[config.mk]
export PLATFORM = sky130hd
export DESIGN_NAME = pss_seq
export DESIGN_NICKNAME = d
export VERILOG_FILES = /design/src/rtl/pss_pkg.sv /design/src/rtl/pss_fifo.sv /design/src/rtl/pss_best.sv /design/src/rtl/pss_seq.sv
export SDC_FILE = /design/constraint.sdc
export NUM_CORES = 1
export LEC_CHECK = 0
export ABC_AREA = 1
export BUFFER_PORTS_ARGS = -buffer_cell sky130_fd_sc_hd__buf_2
export CAP_MARGIN = 25
export CELL_PAD_IN_SITES_DETAIL_PLACEMENT = 1
export CELL_PAD_IN_SITES_GLOBAL_PLACEMENT = 1
export CORE_ASPECT_RATIO = 1.2
export CORE_MARGIN = 3
export CORE_UTILIZATION = 33
export CTS_BUF_LIST = sky130_fd_sc_hd__clkbuf_8
export DETAILED_ROUTE_END_ITERATION = 10
export PLACE_DENSITY_LB_ADDON = 0.1
export REMOVE_ABC_BUFFERS = 1
export SYNTH_ARGS = -nofsm -noshare
export SYNTH_HDL_FRONTEND = slang
export SYNTH_SLANG_ARGS = --single-unit
[constraint.sdc]
create_clock -name clk -period 5.5 [get_ports clk]
set_input_delay 0.275 -clock clk [delete_from_list [all_inputs] [get_ports clk]]
set_output_delay 0.275 -clock clk [all_outputs]
set_load 0.01 [all_outputs]
[src/rtl/pss_pkg.sv]
package pss_pkg;
  localparam int OP_W = 4;

  localparam logic [OP_W-1:0] OP_HALT = 4'd0;
  localparam logic [OP_W-1:0] OP_CHKI = 4'd1;
  localparam logic [OP_W-1:0] OP_CHKF = 4'd2;
  localparam logic [OP_W-1:0] OP_JMP  = 4'd3;
  localparam logic [OP_W-1:0] OP_JMPI = 4'd4;
  localparam logic [OP_W-1:0] OP_JMPN = 4'd5;
  localparam logic [OP_W-1:0] OP_LOOP = 4'd6;
  localparam logic [OP_W-1:0] OP_SEED = 4'd7;
  localparam logic [OP_W-1:0] OP_MODE = 4'd8;

  typedef enum logic [1:0] {
    ST_IDLE = 2'd0,
    ST_EXEC = 2'd1,
    ST_CHK  = 2'd2
  } pss_state_e;

  function automatic logic is_check(input logic [OP_W-1:0] op);
    return (op == OP_CHKI) || (op == OP_CHKF);
  endfunction

  function automatic logic is_halt(input logic [OP_W-1:0] op);
    return (op == OP_HALT) || (op > OP_MODE);
  endfunction
endpackage

[src/rtl/pss_fifo.sv]
module pss_fifo #(
  parameter int W     = 24,
  parameter int DEPTH = 4
) (
  input  logic         clk,
  input  logic         rst_n,
  input  logic         push,
  input  logic [W-1:0] din,
  input  logic         pop,
  output logic [W-1:0] dout,
  output logic         full,
  output logic         empty
);
  localparam int PTR_W = $clog2(DEPTH);
  localparam int CNT_W = $clog2(DEPTH + 1);

  logic [W-1:0]     store [DEPTH];
  logic [PTR_W-1:0] wr_ptr, rd_ptr;
  logic [CNT_W-1:0] fill;

  assign full  = (fill == CNT_W'(DEPTH));
  assign empty = (fill == '0);
  assign dout  = store[rd_ptr];

  always_ff @(posedge clk) begin
    if (push) store[wr_ptr] <= din;
  end

  always_ff @(posedge clk or negedge rst_n) begin
    if (!rst_n) begin
      wr_ptr <= '0;
      rd_ptr <= '0;
      fill   <= '0;
    end else begin
      if (push) wr_ptr <= wr_ptr + 1'b1;
      if (pop)  rd_ptr <= rd_ptr + 1'b1;
      fill <= fill + CNT_W'(push) - CNT_W'(pop);
    end
  end

  AST_FIFO_NO_OVERFLOW: assert property (@(posedge clk) disable iff (!rst_n) push |-> (!full || pop));
  AST_FIFO_NO_UNDERFLOW: assert property (@(posedge clk) disable iff (!rst_n) pop |-> !empty);
endmodule

[src/rtl/pss_best.sv]
module pss_best #(
  parameter int MV_W   = 12,
  parameter int COST_W = 16,
  parameter int IDX_W  = 8
) (
  input  logic              clk,
  input  logic              rst_n,
  input  logic              clr_i,
  input  logic              seed_i,
  input  logic [MV_W-1:0]   seed_x,
  input  logic [MV_W-1:0]   seed_y,
  input  logic              pt_clr_i,
  input  logic              ret_i,
  input  logic [COST_W-1:0] ret_cost,
  input  logic [MV_W-1:0]   ret_x,
  input  logic [MV_W-1:0]   ret_y,
  input  logic [IDX_W-1:0]  ret_idx,
  output logic [MV_W-1:0]   best_x,
  output logic [MV_W-1:0]   best_y,
  output logic [COST_W-1:0] best_cost,
  output logic [IDX_W-1:0]  best_pt,
  output logic              improve_o
);
  // strict comparison: equal cost never wins
  function automatic logic beats(input logic [COST_W-1:0] cand, input logic [COST_W-1:0] cur);
    return cand < cur;
  endfunction

  assign improve_o = ret_i && beats(ret_cost, best_cost);

  always_ff @(posedge clk or negedge rst_n) begin
    if (!rst_n) begin
      best_x    <= '0;
      best_y    <= '0;
      best_cost <= '1;
      best_pt   <= '0;
    end else if (clr_i) begin
      best_x    <= '0;
      best_y    <= '0;
      best_cost <= '1;
      best_pt   <= '0;
    end else if (seed_i) begin
      best_x    <= seed_x;
      best_y    <= seed_y;
      best_cost <= '1;
    end else if (pt_clr_i) begin
      best_pt   <= '0;
    end else if (improve_o) begin
      best_x    <= ret_x;
      best_y    <= ret_y;
      best_cost <= ret_cost;
      best_pt   <= ret_idx;
    end
  end

  AST_TIE_NO_UPDATE: assert property (@(posedge clk) disable iff (!rst_n) (ret_i && !clr_i && !seed_i && ret_cost == best_cost) |=> (best_cost == $past(best_cost) && best_pt == $past(best_pt)));
  AST_WIN_RECORDS_IDX: assert property (@(posedge clk) disable iff (!rst_n) (improve_o && !clr_i && !seed_i && !pt_clr_i) |=> (best_pt != '0));
endmodule

[src/rtl/pss_seq.sv]
module pss_seq
  import pss_pkg::*;
#(
  parameter int FLD_W      = 8,
  parameter int OFF_W      = 8,
  parameter int MV_W       = 12,
  parameter int COST_W     = 16,
  parameter int FIFO_DEPTH = 4
) (
  input  logic                     clk,
  input  logic                     rst_n,
  input  logic                     start,
  output logic                     busy,
  output logic                     done,
  output logic [FLD_W-1:0]         imem_addr,
  input  logic [OP_W+2*FLD_W-1:0]  imem_data,
  output logic [FLD_W-1:0]         pmem_addr,
  input  logic [2*OFF_W-1:0]       pmem_data,
  output logic                     sad_req,
  output logic [MV_W-1:0]          sad_mv_x,
  output logic [MV_W-1:0]          sad_mv_y,
  input  logic                     sad_valid,
  input  logic [COST_W-1:0]        sad_cost,
  output logic [MV_W-1:0]          best_mv_x,
  output logic [MV_W-1:0]          best_mv_y,
  output logic [COST_W-1:0]        best_cost,
  output logic [FLD_W-1:0]         best_pt,
  output logic [1:0]               part_mode
);
  localparam int INSTR_W = OP_W + 2 * FLD_W;
  localparam int PAIR_W  = 2 * MV_W;

  // offset to quarter-sample vector delta; integer patterns scale by four
  function automatic logic [MV_W-1:0] widen_off(input logic [OFF_W-1:0] o, input logic fine);
    logic [MV_W-1:0] e;
    e = {{(MV_W-OFF_W){o[OFF_W-1]}}, o};
    return fine ? e : {e[MV_W-3:0], 2'b00};
  endfunction

  function automatic logic [MV_W-1:0] widen_fld(input logic [FLD_W-1:0] f);
    return {{(MV_W-FLD_W){f[FLD_W-1]}}, f};
  endfunction

  pss_state_e       state;
  logic [FLD_W-1:0] pc, loop_cnt, pt_cnt, pt_base, iss_cnt, ret_cnt;
  logic             frac_q;
  logic [MV_W-1:0]  ctr_x, ctr_y;
  logic [MV_W-1:0]  cand_x, cand_y, ret_x, ret_y;
  logic             q_full, q_empty, improve;
  logic             done_q;
  logic [1:0]       mode_q;

  logic [OP_W-1:0]  op;
  logic [FLD_W-1:0] opa, opb;
  assign op  = imem_data[INSTR_W-1 -: OP_W];
  assign opa = imem_data[2*FLD_W-1 -: FLD_W];
  assign opb = imem_data[FLD_W-1:0];

  // named internal events
  logic go_ev, exec_ev, chk_start, seed_ev, halt_ev, issue_ev, ret_ev, chk_end;
  assign go_ev     = (state == ST_IDLE) && start;
  assign exec_ev   = (state == ST_EXEC);
  assign chk_start = exec_ev && is_check(op);
  assign seed_ev   = exec_ev && (op == OP_SEED);
  assign halt_ev   = exec_ev && is_halt(op);
  assign issue_ev  = (state == ST_CHK) && (iss_cnt < pt_cnt) && !q_full;
  assign ret_ev    = (state == ST_CHK) && sad_valid;
  assign chk_end   = (state == ST_CHK) && (ret_cnt == pt_cnt);

  assign cand_x = ctr_x + widen_off(pmem_data[2*OFF_W-1 -: OFF_W], frac_q);
  assign cand_y = ctr_y + widen_off(pmem_data[OFF_W-1:0], frac_q);

  assign busy      = (state != ST_IDLE);
  assign done      = done_q;
  assign imem_addr = pc;
  assign pmem_addr = pt_base + iss_cnt;
  assign sad_req   = issue_ev;
  assign sad_mv_x  = cand_x;
  assign sad_mv_y  = cand_y;
  assign part_mode = mode_q;

  pss_fifo #(.W(PAIR_W), .DEPTH(FIFO_DEPTH)) u_inflight (
    .clk   (clk),
    .rst_n (rst_n),
    .push  (issue_ev),
    .din   ({cand_x, cand_y}),
    .pop   (ret_ev),
    .dout  ({ret_x, ret_y}),
    .full  (q_full),
    .empty (q_empty)
  );

  pss_best #(.MV_W(MV_W), .COST_W(COST_W), .IDX_W(FLD_W)) u_best (
    .clk       (clk),
    .rst_n     (rst_n),
    .clr_i     (go_ev),
    .seed_i    (seed_ev),
    .seed_x    (widen_fld(opa)),
    .seed_y    (widen_fld(opb)),
    .pt_clr_i  (chk_start),
    .ret_i     (ret_ev),
    .ret_cost  (sad_cost),
    .ret_x     (ret_x),
    .ret_y     (ret_y),
    .ret_idx   (ret_cnt + 1'b1),
    .best_x    (best_mv_x),
    .best_y    (best_mv_y),
    .best_cost (best_cost),
    .best_pt   (best_pt),
    .improve_o (improve)
  );

  always_ff @(posedge clk or negedge rst_n) begin
    if (!rst_n) begin
      state    <= ST_IDLE;
      pc       <= '0;
      loop_cnt <= '0;
      pt_cnt   <= '0;
      pt_base  <= '0;
      iss_cnt  <= '0;
      ret_cnt  <= '0;
      frac_q   <= 1'b0;
      ctr_x    <= '0;
      ctr_y    <= '0;
      mode_q   <= '0;
      done_q   <= 1'b0;
    end else begin
      done_q <= 1'b0;
      case (state)
        ST_IDLE: begin
          if (start) begin
            state    <= ST_EXEC;
            pc       <= '0;
            loop_cnt <= '0;
            ctr_x    <= '0;
            ctr_y    <= '0;
            mode_q   <= '0;
          end
        end
        ST_EXEC: begin
          case (op)
            OP_CHKI, OP_CHKF: begin
              pt_cnt  <= opa;
              pt_base <= opb;
              frac_q  <= (op == OP_CHKF);
              iss_cnt <= '0;
              ret_cnt <= '0;
              state   <= ST_CHK;
            end
            OP_JMP:  pc <= opa;
            OP_JMPI: pc <= (best_pt != '0) ? opa : pc + 1'b1;
            OP_JMPN: pc <= (best_pt == '0) ? opa : pc + 1'b1;
            OP_LOOP: begin
              if ((loop_cnt + 1'b1) < opb) begin
                loop_cnt <= loop_cnt + 1'b1;
                pc       <= opa;
              end else begin
                loop_cnt <= '0;
                pc       <= pc + 1'b1;
              end
            end
            OP_SEED: begin
              ctr_x <= widen_fld(opa);
              ctr_y <= widen_fld(opb);
              pc    <= pc + 1'b1;
            end
            OP_MODE: begin
              mode_q <= opa[1:0];
              pc     <= pc + 1'b1;
            end
            default: begin
              state  <= ST_IDLE;
              done_q <= 1'b1;
            end
          endcase
        end
        ST_CHK: begin
          if (issue_ev) iss_cnt <= iss_cnt + 1'b1;
          if (ret_ev)   ret_cnt <= ret_cnt + 1'b1;
          if (chk_end) begin
            ctr_x <= best_mv_x;
            ctr_y <= best_mv_y;
            pc    <= pc + 1'b1;
            state <= ST_EXEC;
          end
        end
        default: state <= ST_IDLE;
      endcase
    end
  end

  AST_PT_CLEARED: assert property (@(posedge clk) disable iff (!rst_n) chk_start |=> (best_pt == '0));
  AST_COST_NO_RISE: assert property (@(posedge clk) disable iff (!rst_n) (busy && !seed_ev) |=> (best_cost <= $past(best_cost)));
  AST_ADDR_STEP: assert property (@(posedge clk) disable iff (!rst_n) sad_req |=> (!sad_req || pmem_addr == $past(pmem_addr) + 1'b1));
  AST_CENTRE_FOLLOWS: assert property (@(posedge clk) disable iff (!rst_n) chk_end |=> (ctr_x == best_mv_x && ctr_y == best_mv_y));
  AST_DONE_PULSE: assert property (@(posedge clk) disable iff (!rst_n) done |=> !done);
  AST_HALT_IDLE: assert property (@(posedge clk) disable iff (!rst_n) halt_ev |=> (!busy && done));
  AST_NO_RET_IDLE: assert property (@(posedge clk) disable iff (!rst_n) improve |-> busy);
endmodule

==> metrics.txt, run 1 <==
outcome=complete, no violations; number of global-route vias before repair=10926; Core Area=37190 sq um; cts repair resizes=0; clock sinks=229; Post-synth EDFFs=96; critical path arrival=3770 ps; total power=7673 uW; Power per Cell Area=522.7 nW/um^2; register bit count reported by yosys=229; Max transition margin=0.3760; fin crit share=0.7359; Final nets=1736; WP data required=5220 ps; RSZ-0062 raised after global routing=no; CTS H-tree depth=2; final WL=40600 um; VDD IR max=0.2205 mV; CTS tree=done; register area=6231 sq um; Max-Cap Viols=0; primary flip-flop cell chosen by synthesis mapping=dfrtp_1; sequential share of the synthesized area=0.4971; Worst-Skew Late Latency=570 ps; gp weighted congestion=0.8081; drt wl/cell=19.26 um; routed wl met2=19570 um; DPL Wire Length=30040 um; Post-Layout Cell Count=2108; Fillers=4481; die area=40370 sq um; Area contributors post-synth=dfrtp_1 (23%), edfxtp_1 (23%), nand2_1 (12%); Pins Over Slew Limit=0; layout cell share with drive strength beyond 1=0.1640; GRT Residual Overflow=0; endpoint type of the worst setup path=primary output; hold crit path type=in -> reg; Worst Setup Start Kind=register; pin count of the biggest net entering global routing=95; # DRC=0; leading area contributor after synthesis=dfrtp_1; Top Metal Used=met4; Setup TNS=0 ps; Hold WS=37.30 ps; Clk Tree Root Cell=clkbuf_8; Worst-path clk slew=60 ps; ANT nets after route=0; Async SR Flop Fraction=0.5808; Initial Util=0.3371; via count=10593; Multi-input gate area=5494 sq um; Die H=219.5 um; Area growth syn-to-layout=17.12%; I/O Pins=149; CTS Buf Count=43; Critical Setup Path Class=reg -> out; Setup Skew=37.49 ps; deepest clock path buffer count=3; Post-CTS Setup Bufs=0; Avg Synthesized Cell Area=8.779 sq um; Final setup viols=0; Yosys cell types=49; top cell type's share of synthesized area=0.2336; CP max FO=16; routed length on met3=1304 um; final hold violations=0; Post-Syn Area=12540 sq um; ANT cells=0; gr usage total=0.2010; Initial DRC Count=514; dpl cells=2014; DIE WIDTH=183.9 um; Fmax=247.1 MHz; Metal-1 WL=18650 um; Post-Syn Instances=1428; leak pwr=0.007191 uW; Port Buffer Count=148; Pre-antenna DRT Iters=5; vias per cell=5.025; FP Rows=77; Slew @ Worst Pin=936.0 ps; Final min period=4047 ps; YS warnings=0; antenna violations before repair=0; first-pass GRT wire length=62750 um
routing by layer:
layer / track usage / vias up
li1: - / 5115
met1: 0.2688 / 5233
met2: 0.3399 / 181
met3: 0.02625 / 64
met4: 0.06226 / 0
met5: 0 / -
repair_timing:
item,4_1_cts,5_1_grt
hold buffers,19,0
setup endpoints to repair,0,0
endpoints found under the hold margin,104,0
kinds of logic after synthesis:
logic type | after synthesis | synth area share
adder cells (fa/ha/maj) | 76 | 0.07825
flip-flops | 229 | 0.4971
multiplexers | 3 | 0.002595
AND/OR/NAND/NOR | 634 | 0.2103
AO/OA/AOI/OAI | 229 | 0.1079
buffers and inverters | 202 | 0.06548
XOR/XNOR | 55 | 0.03843
Yosys cell counts (2+ instances only):
| cell type | instances |
|---|---|
| a21oi_1 | 74 |
| nor2_1 | 85 |
| nand2_2 | 7 |
| buf_4 | 4 |
| nand3_1 | 106 |
| edfxtp_1 | 96 |
| buf_1 | 3 |
| buf_6 | 4 |
| o21a_1 | 2 |
| dfrtp_1 | 117 |
| a32o_1 | 14 |
| buf_2 | 12 |
| inv_2 | 16 |
| mux2_2 | 2 |
| xnor2_1 | 13 |
| o21ai_0 | 67 |
| o221ai_1 | 9 |
| o21ai_1 | 15 |
| xor2_1 | 42 |
| o22ai_1 | 29 |
| or2_2 | 2 |
| nand4_1 | 14 |
| nor2_4 | 3 |
| ha_1 | 72 |
| a21oi_2 | 3 |
| fa_1 | 4 |
| nand2_1 | 405 |
| o31ai_1 | 2 |
| nor3_1 | 8 |
| a31oi_1 | 2 |
| a21o_1 | 2 |
| o21bai_1 | 3 |
| clkbuf_1 | 24 |
| inv_1 | 137 |
| dfstp_2 | 16 |
state kept, by name, summed over array words and instances, names as in the netlist:
signal / flops
ctr_x: 12
ctr_y: 12
done: 1
frac_q: 1
imem_addr: 8
iss_cnt: 8
loop_cnt: 8
part_mode: 2
pt_base: 8
pt_cnt: 8
ret_cnt: 8
state: 2
u_best.best_cost: 16
u_best.best_pt: 8
u_best.best_x: 12
u_best.best_y: 12
u_inflight.fill: 3
u_inflight.rd_ptr: 2
u_inflight.store: 96
u_inflight.wr_ptr: 2
final timing paths:
path	startpoint	endpoint	slack [ps]	cells past startpoint
setup / recovery	frac_q$_DFFE_PN0P_	sad_mv_y[9]	1450	10
hold / removal	imem_data[10]	pt_cnt[2]$_DFFE_PN0P_	40	3
setup reg to reg	state[1]$_DFFE_PN0P_	u_best.best_y[0]$_DFFE_PN0P_	1960	9
hold reg to reg	u_best.best_pt[1]$_DFFE_PN0P_	u_best.best_pt[1]$_DFFE_PN0P_	490	2
max in group asynchronous	rst_n	u_best.best_cost[2]$_DFFE_PN1P_	3990	3
min in group asynchronous	rst_n	loop_cnt[0]$_DFFE_PN0P_	410	2
where the power goes:
part / switching (uW) / internal (uW)
combinational: 2320 / 1110
sequential: 351 / 2380
clock: 733 / 779
cell usage in the layout (no fill, tap or decap), types with 14 or more instances in the layout:
cell           Yosys  final
o21ai_0           67     67
nand2_1          405    405
o22ai_1           29     29
inv_2             16     16
a21oi_1           74     74
xor2_1            42     42
inv_1            137    155
dlygate4sd3_1      0     19
edfxtp_1          96     96
dfrtp_1          117    117
nor2_1            85     81
nand3_1          106    106
nand4_1           14     14
a32o_1            14     14
buf_2             12    147
ha_1              72     72
clkbuf_8           0     47
o21ai_1           15     15
dfstp_2           16     16
cell type report:
type | instances | share of cell area
clock buffer | 47 | 0.04406
clock inverter | 28 | 0.007670
inverter | 155 | 0.03980
multi-input combinational | 997 | 0.3742
sequential | 229 | 0.4244
tap | 474 | 0.04040
timing repair buffer | 178 | 0.06946
worst max-delay path: stages, from the launching register on:
cell	delay, ps
dfrtp_1	770
buf_4	320
mux2_2	350
ha_1	320
nand2_1	110
inv_1	50
a21boi_0	260
o21ai_0	190
a31oi_1	190
xor2_1	410
buf_2	220
metrics by stage:
step           instance area [sq um]    util  setup WS (ps)
3_5_place_dp                   13730  0.3693           1882
2_1_floorplan                  12300       -           2157
5_1_grt                        14680  0.3948           1095
6_report                       14680  0.3948           1453
3_3_place_gp                   13730  0.3693           1990
4_1_cts                        14680  0.3948           1281
No activity file was read; power rests on OpenSTA's default activity.
==> run 2: changes to the inputs <==
==> constraint.sdc (replaced) <==
create_clock -name clk -period 4.2 [get_ports clk]
set_input_delay 0.21 -clock clk [delete_from_list [all_inputs] [get_ports clk]]
set_output_delay 0.21 -clock clk [all_outputs]
set_load 0.01 [all_outputs]
==> run 2 against run 1 <==
Total power grew 30%; hold slack lost 1.0 ps; cell count grew 0.66%.
==> metrics.txt, run 2 (synthesized netlist as in run 1, its figures left out) <==
Worst Setup Start Kind=register; RSZ-0062 raised after global routing=no; outcome=complete, no violations; gr usage total=0.2010; commonest non-fill, non-tap cell in the layout=nand2_1; GRT Residual Overflow=0; Post-CTS Setup Bufs=0; Die H=219.5 um; critical path arrival=3400 ps; FP Rows=77; # DRC=0; Worst-Skew Late Latency=580 ps; final WL=40410 um; DIE WIDTH=183.9 um; DPL Wire Length=29020 um; antenna violations before repair=0; hold crit path type=in -> reg; Final setup viols=0; Setup Skew=25.91 ps; Max transition margin=0.3691; Initial Util=0.3371; via count=10567; Setup TNS=0 ps; Largest register FFs=96; final hold violations=0; WP data required=3990 ps; Final min period=3611 ps; CTS tree=done; pin count of the biggest net entering global routing=79; Max-Cap Viols=0; fin crit share=0.8598; number of global-route vias before repair=11182; top flop regs=u_inflight.store x96, u_best.best_cost x16; VDD IR max=0.3204 mV; Power per Cell Area=673.6 nW/um^2; Core Area=37190 sq um; first-pass GRT wire length=63440 um; Pre-antenna DRT Iters=4; CP max FO=22; Clk Tree Root Cell=clkbuf_8; Final nets=1750; die area=40370 sq um; drt wl/cell=19.04 um; Core Util, Final=0.3985; Fillers=4419; Area growth syn-to-layout=18.23%; vias per cell=4.980; Reg with most FFs=u_inflight.store; ANT cells=0; clock sinks=229; endpoint type of the worst setup path=primary output; Initial DRC Count=394; Slew @ Worst Pin=945.3 ps; most frequent cells in the layout=nand2_1 (405), inv_1 (155), buf_2 (147); Pins Over Slew Limit=0; I/O Pins=149; Port Buffer Count=148; gp weighted congestion=0.8005; CTS H-tree depth=2; layout cell share with drive strength beyond 1=0.1669; deepest clock path buffer count=3; Critical Setup Path Class=reg -> out; Worst-path clk slew=60 ps; ANT nets after route=0; Fmax=276.9 MHz; leak pwr=0.007249 uW; total power=9983 uW; CTS Buf Count=43
-- run 2: cell count changes in the layout (fill, tap and decap cells not counted), sizes merged --
cell	delta
dlygate4sd3	+10
clkinv	-2
clkinvlp	+2
buf	+4
-- run 2: critical path: stages (launching register included) --
cell and delay [ps]:
dfrtp_2 630, mux2_2 380, ha_1 330, nand2_1 110, inv_1 40, a21boi_0 270
o21ai_0 200, a31oi_1 210, xor2_1 430, buf_2 220
-- run 2: final timing paths --
| path | from | endpoint | slack [ps] | depth (start not counted) |
|---|---|---|---|---|
| min reg2reg | ctr_y[9]$_DFFE_PN0P_ | ctr_y[9]$_DFFE_PN0P_ | 490 | 2 |
| max in group asynchronous | rst_n | u_best.best_cost[5]$_DFFE_PN1P_ | 2940 | 3 |
| max reg2reg | state[0]$_DFFE_PN0P_ | u_best.best_y[3]$_DFFE_PN0P_ | 950 | 12 |
| min | imem_data[6] | pt_base[6]$_DFFE_PN0P_ | 40 | 3 |
| max | frac_q$_DFFE_PN0P_ | sad_mv_y[9] | 590 | 9 |
| min in group asynchronous | rst_n | pt_base[4]$_DFFE_PN0P_ | 270 | 2 |
-- run 2: final cells by class --
class	count	area (sq um)	share of cell area
Clock buffer	47	646.9	0.04365
Clock inverter	28	120.1	0.008105
Inverter	155	584.3	0.03943
Multi-Input combinational cell	997	5494	0.3707
Sequential cell	229	6232	0.4205
Tap cell	474	593.1	0.04002
Timing Repair Buffer	192	1150	0.07759
-- run 2: what timing repair did --
item                                    CTS  global route
gates resized for setup                   0             1
endpoints found under the hold margin    98             0
hold buffers                             29             0
endpoints found under the setup margin    0             1
-- run 2: metal layers --
layer | global-route usage | routed length (um) | vias to the layer above | part of all wire
met2 | 0.3638 | 20480 | 185 | 0.51
met5 | 0 | 0 | - | 0
met4 | 0.04865 | 750 | 0 | 0.019
li1 | - | - | 5151 | -
met1 | 0.2485 | 17580 | 5182 | 0.43
met3 | 0.03533 | 1595 | 49 | 0.039
-- run 2: through the flow --
step	cell area, sq um	setup slack (ps)	hold WS [ps]	cells
detailed placement	13760	947.0	316.3	2018
finish	14820	588.7	36.30	2122
global route	14820	213.6	40.13	2122
global placement	13760	1059	320.7	2018
floorplan	12300	857.0	-85.59	1381
CTS	14820	312.4	12.13	2122
-- run 2: where the power goes --
| group | switching (uW) | total [uW] | internal [uW] |
|---|---|---|---|
| clock network | 987 | 2010 | 1020 |
| logic | 2970 | 4430 | 1460 |
| registers | 424 | 3540 | 3120 |
